$ cat config.mk
export PLATFORM = sky130hd
export DESIGN_NAME = rgb_bilerp
export DESIGN_NICKNAME = d
export VERILOG_FILES = /design/src/rtl/bilerp_pkg.sv /design/src/rtl/bilerp_delay.sv /design/src/rtl/bilerp_weight_gen.sv /design/src/rtl/bilerp_channel.sv /design/src/rtl/rgb_bilerp.sv
export SDC_FILE = /design/constraint.sdc
export NUM_CORES = 2
export LEC_CHECK = 0
export ABC_AREA = 0
export ABC_CLOCK_PERIOD_IN_PS = 13250
export BUFFER_PORTS_ARGS = -buffer_cell sky130_fd_sc_hd__buf_2
export CAP_MARGIN = 20
export CORE_ASPECT_RATIO = 2
export CORE_MARGIN = 2
export CORE_UTILIZATION = 55
export DETAILED_ROUTE_END_ITERATION = 6
export GPL_TIMING_DRIVEN = 1
export MAX_ROUTING_LAYER = met4
export PLACE_DENSITY_LB_ADDON = 0.25
export SKIP_LAST_GASP = 1
export SYNTH_ARGS = -nofsm -noshare
export SYNTH_HDL_FRONTEND = slang
export SYNTH_SLANG_ARGS = --single-unit
$ cat constraint.sdc
create_clock -name clk -period 13.25 [get_ports clk]
set_input_delay 3.3125 -clock clk [delete_from_list [all_inputs] [get_ports clk]]
set_output_delay 3.3125 -clock clk [all_outputs]
set_load 0.05 [all_outputs]
$ cat src/rtl/bilerp_pkg.sv
package bilerp_pkg;
    localparam int CH_W      = 8;
    localparam int NCH       = 3;
    localparam int PIX_W     = CH_W * NCH;
    localparam int FRAC_DEF  = 12;
    localparam int LATENCY   = 4;

    typedef logic [NCH-1:0][CH_W-1:0] rgb_t;

    typedef struct packed {
        logic vld;
        logic rng;
    } ctl_t;

    typedef struct packed {
        rgb_t p00;
        rgb_t p10;
        rgb_t p01;
        rgb_t p11;
    } quad_t;
endpackage

$ cat src/rtl/bilerp_delay.sv
module bilerp_delay #(
    parameter int W     = 8,
    parameter int DEPTH = 2
) (
    input  logic         clk,
    input  logic         rst,
    input  logic [W-1:0] d,
    output logic [W-1:0] q
);
    logic [W-1:0] stage [DEPTH+1];

    assign stage[0] = d;

    for (genvar i = 0; i < DEPTH; i++) begin : g_stage
        always_ff @(posedge clk) begin
            if (rst) stage[i+1] <= '0;
            else     stage[i+1] <= stage[i];
        end
    end

    assign q = stage[DEPTH];
endmodule

$ cat src/rtl/bilerp_weight_gen.sv
module bilerp_weight_gen #(
    parameter int FRAC_W = 12,
    localparam int WW    = FRAC_W + 1
) (
    input  logic              clk,
    input  logic              rst,
    input  logic [FRAC_W-1:0] frac_x,
    input  logic [FRAC_W-1:0] frac_y,
    output logic [WW-1:0]     w00,
    output logic [WW-1:0]     w10,
    output logic [WW-1:0]     w01,
    output logic [WW-1:0]     w11
);
    localparam logic [WW-1:0] ONE = {1'b1, {FRAC_W{1'b0}}};

    logic [2*FRAC_W-1:0] prod_full;
    logic [FRAC_W-1:0]   s1_p, s1_dx, s1_dy;
    logic [WW-1:0]       p_e, dx_e, dy_e;

    assign prod_full = frac_x * frac_y;

    always_ff @(posedge clk) begin
        if (rst) begin
            s1_p  <= '0;
            s1_dx <= '0;
            s1_dy <= '0;
        end else begin
            s1_p  <= prod_full[2*FRAC_W-1:FRAC_W];
            s1_dx <= frac_x;
            s1_dy <= frac_y;
        end
    end

    assign p_e  = {1'b0, s1_p};
    assign dx_e = {1'b0, s1_dx};
    assign dy_e = {1'b0, s1_dy};

    always_ff @(posedge clk) begin
        if (rst) begin
            w00 <= '0;
            w10 <= '0;
            w01 <= '0;
            w11 <= '0;
        end else begin
            w00 <= ONE + p_e - dx_e - dy_e;
            w10 <= dx_e - p_e;
            w01 <= dy_e - p_e;
            w11 <= p_e;
        end
    end
endmodule

$ cat src/rtl/bilerp_channel.sv
module bilerp_channel #(
    parameter int FRAC_W = 12,
    localparam int WW    = FRAC_W + 1,
    localparam int SW    = FRAC_W + 11
) (
    input  logic          clk,
    input  logic          rst,
    input  logic [7:0]    c00,
    input  logic [7:0]    c10,
    input  logic [7:0]    c01,
    input  logic [7:0]    c11,
    input  logic [WW-1:0] w00,
    input  logic [WW-1:0] w10,
    input  logic [WW-1:0] w01,
    input  logic [WW-1:0] w11,
    input  logic          keep,
    output logic [7:0]    q
);
    logic [SW-1:0] acc_d, acc;
    logic [SW-1:0] quot;
    logic [7:0]    clamped;

    function automatic logic [SW-1:0] mul(input logic [7:0] c, input logic [WW-1:0] w);
        return {{(SW-8){1'b0}}, c} * {{(SW-WW){1'b0}}, w};
    endfunction

    assign acc_d = mul(c00, w00) + mul(c10, w10) + mul(c01, w01) + mul(c11, w11);

    always_ff @(posedge clk) begin
        if (rst) acc <= '0;
        else     acc <= acc_d;
    end

    assign quot    = acc >> FRAC_W;
    assign clamped = (|quot[SW-1:8]) ? 8'hFF : quot[7:0];

    always_ff @(posedge clk) begin
        if (rst) q <= '0;
        else     q <= keep ? clamped : 8'h00;
    end
endmodule

$ cat src/rtl/rgb_bilerp.sv
module rgb_bilerp
    import bilerp_pkg::*;
#(
    parameter int FRAC_W = FRAC_DEF
) (
    input  logic              clk,
    input  logic              rst,
    input  logic              in_valid,
    input  logic              in_range,
    input  logic [23:0]       pix00,
    input  logic [23:0]       pix10,
    input  logic [23:0]       pix01,
    input  logic [23:0]       pix11,
    input  logic [FRAC_W-1:0] frac_x,
    input  logic [FRAC_W-1:0] frac_y,
    output logic              out_valid,
    output logic [23:0]       out_pix
);
    localparam int WW = FRAC_W + 1;

    quad_t         quad_in, quad_s2;
    ctl_t          ctl_in, ctl_s3;
    logic [WW-1:0] w00, w10, w01, w11;
    rgb_t          res;

    assign quad_in = '{p00: pix00, p10: pix10, p01: pix01, p11: pix11};
    assign ctl_in  = '{vld: in_valid, rng: in_range};

    bilerp_weight_gen #(.FRAC_W(FRAC_W)) u_wgen (
        .clk(clk), .rst(rst), .frac_x(frac_x), .frac_y(frac_y),
        .w00(w00), .w10(w10), .w01(w01), .w11(w11)
    );

    bilerp_delay #(.W($bits(quad_t)), .DEPTH(2)) u_pix_dly (
        .clk(clk), .rst(rst), .d(quad_in), .q(quad_s2)
    );

    bilerp_delay #(.W($bits(ctl_t)), .DEPTH(LATENCY-1)) u_ctl_dly (
        .clk(clk), .rst(rst), .d(ctl_in), .q(ctl_s3)
    );

    for (genvar c = 0; c < NCH; c++) begin : g_ch
        bilerp_channel #(.FRAC_W(FRAC_W)) u_ch (
            .clk(clk), .rst(rst),
            .c00(quad_s2.p00[c]), .c10(quad_s2.p10[c]),
            .c01(quad_s2.p01[c]), .c11(quad_s2.p11[c]),
            .w00(w00), .w10(w10), .w01(w01), .w11(w11),
            .keep(ctl_s3.vld & ctl_s3.rng),
            .q(res[c])
        );
    end

    always_ff @(posedge clk) begin
        if (rst) out_valid <= 1'b0;
        else     out_valid <= ctl_s3.vld;
    end

    assign out_pix = res;
endmodule

==> run metrics <==
total CTS buffers=35; gr ovfl total=0; FFs w/ async S/R, synth=0%; gr usage total=30.27%; max_cap viols=0; fin crit share=79.69%; Placed Instances=7258; gp weighted congestion=0.9173; Clock Pin Slew Worst Setup and Hold Paths=80 ps; PortBufs=148; status=complete, no violations; f_max=94.71 MHz; Worst-Margin Slew=978.0 ps; Period minus WS final=10560 ps; crit path max fanout=24; Critical Path End Type=flip-flop; CTS tree=built; pwr dens=152.9 nW/um^2; Core Region=99730 um^2; hpwl dp=118.0 mm; Synth Warn #=0; number of synthesized flops with an enable pin=0; root buf cell=clkbuf_16; htree depth=2; sequential cell area=6870 um^2; setup TNS=0 ps; syn nets=7804; largest net degree at the start of global routing=111; final layout net count=7772; critical path type=flip-flop to flip-flop; DRC viols=0; reg-to-reg slack, setup=2690 ps; FF-to-FF path depth=34; FF-to-FF End=g_ch[2].u_ch.acc[22]; PostCTS Resize Cnt=0; delay-heaviest family, CP=adder cells; Post-CTS Setup Bufs=0; Post-Synthesis Cell Area=55160 um^2; Top FF cell, synth=dfxtp_1; worst setup skew after layout=44.10 ps; Post-Route WL=144.7 mm; FF+latch count, synth=343; row cnt=164; Worst Hold Path Cells=1; Leak=28.02 nW; Pre-antenna DRT Iters=5; Layout area overhead=5.414%; WL/cell=19.75 um; VDD IR-drop max=114.8 uV; post-route ant nets=0; most common cell after layout, fill and taps aside=inv_1; CTS sink count=343; Clock Path Buffers=3; crit path DAT=11030 ps; Hold WC Path Type=flip-flop to flip-flop; critical path's largest stage delay=960 ps; DIE AREA=103000 um^2; routed via count=39090; Final Hold Fails=0; DR iter-0 viols=1661; Post-Syn Area per Cell=9.192 um^2; share of cells above drive strength 1=4.405%; initial antenna violation count=2; chip width=227.9 um; Slew HR=34.33%; Slew Viols, Final=0; Layout Cells excl Fill=7326; post-synthesis cell count=6001; hold worst-path end=g_ch[1].u_ch.q[6]; RR Startpoint=u_wgen.w10[6]; Die Y=451.9 um; critical path required time=13720 ps; # setup viols final=0; worst skew pair latency=600 ps; hold path start=g_ch[1].u_ch.acc[18]; area of the multi-input gates=42060 um^2; fillers=9047; Ports=149; most frequent CP cell=fa_1; Startpoint Class=flip-flop; number of global-route vias before repair=43940; Buf+Inv Stages, Crit Path=5; Initial Util=55.31%; Slowest cell on crit path=dfxtp_1; most frequent cells in the layout=inv_1, fa_1, nand2_1; RSZ-0062 raised after global routing=no; Distinct cells, synth=58; Seq/Total Area, Yosys=12.45%; Post-CTS Hold Buffers=0; global-route wire length before repair=231.8 mm; vias per std cell=5.335
routing by layer:
layer  part of all wire [%]  track usage (%)
met1                     32            28.65
met2                     55            56.30
met3                    4.5            3.415
met4                    8.9            21.91
met5                      0                -
cell families (layout without fill, tap and decap cells):
| family | Yosys count | count (layout) | synth area share [%] |
|---|---|---|---|
| muxes | 4 | 4 | 0.08165 |
| other | 0 | 5 | 0 |
| xor gates and xnor gates | 92 | 92 | 1.461 |
| buffers and inverters | 1663 | 1655 | 11.32 |
| DFF | 343 | 343 | 12.45 |
| adders and majority gates | 1679 | 1679 | 53.77 |
| and+or+nand+nor | 1918 | 1918 | 17.34 |
| AOI/OAI and AO/OA | 302 | 302 | 3.577 |
cell type report:
| class | count | share of cell area (%) |
|---|---|---|
| Tap cell | 1328 | 2.857 |
| Sequential cell | 343 | 11.81 |
| Clock buffer | 48 | 1.693 |
| Timing Repair Buffer | 196 | 1.980 |
| Antenna cell | 5 | 0.02152 |
| Clock inverter | 13 | 0.2862 |
| Multi-Input combinational cell | 3995 | 72.32 |
| Inverter | 1398 | 9.024 |
Yosys cell counts, drive strengths merged (12+ instances only):
cell    number  share of area, %
a21boi      18              0.24
nor2b      249               2.8
a21oi       86              0.78
nor2       132              0.90
inv       1398               9.5
o21a        44              0.60
nand4       13              0.15
a21o        38              0.52
clkbuf     262               1.8
ha         526                12
dfxtp      343                12
nand3       19              0.17
xor2        43              0.68
and2       585               6.6
or3         12              0.14
nand2      820               5.6
fa        1153                42
xnor2       49              0.78
nor3        44              0.41
o21ai       51              0.46
nand2b      16              0.18
power by group:
group	internal, mW	total [mW]	switching [mW]
Sequential	1.17	1.35	0.179
Clock	0.583	1.04	0.461
Combinational	2.51	6.50	3.98
Total	4.27	8.89	4.62
flip-flops by register name, summed over array words and instances, names as in the netlist, 13 cells and up:
register         count
u_pix_dly.q         96
u_pix_dly.stage     96
g_ch.u_ch.acc       33
g_ch.u_ch.q         24
u_wgen.w00          13
u_wgen.w01          13
u_wgen.w10          13
worst max path at each step:
stage	start	end	slack, ps	depth (start not counted)
global route	u_wgen.w10[6]	g_ch[2].u_ch.acc[22]	2190	34
CTS	u_wgen.w00[5]	g_ch[2].u_ch.acc[22]	2440	34
finish	u_wgen.w10[6]	g_ch[2].u_ch.acc[22]	2690	34
detailed placement	u_wgen.w00[5]	g_ch[2].u_ch.acc[22]	2430	34
global placement	u_wgen.w00[5]	g_ch[2].u_ch.acc[22]	2610	34
floorplan	u_wgen.w00[7]	g_ch[2].u_ch.acc[22]	3990	35
stage by stage:
step / power [mW] / setup slack, ps / utilization [%] / hold WS (ps) / cell area (um^2)
after floorplan: 5.811 / 3991 / - / 413.8 / 55160
after global placement: 7.671 / 2614 / 57.09 / 416.4 / 56930
after detailed placement: 7.836 / 2428 / 57.09 / 421.2 / 56930
after CTS: 8.953 / 2439 / 58.24 / 430.0 / 58080
after global routing: 9.798 / 2192 / 58.30 / 445.9 / 58140
final: 8.894 / 2691 / 58.31 / 427.3 / 58150
(Power assumes the default switching activity.)
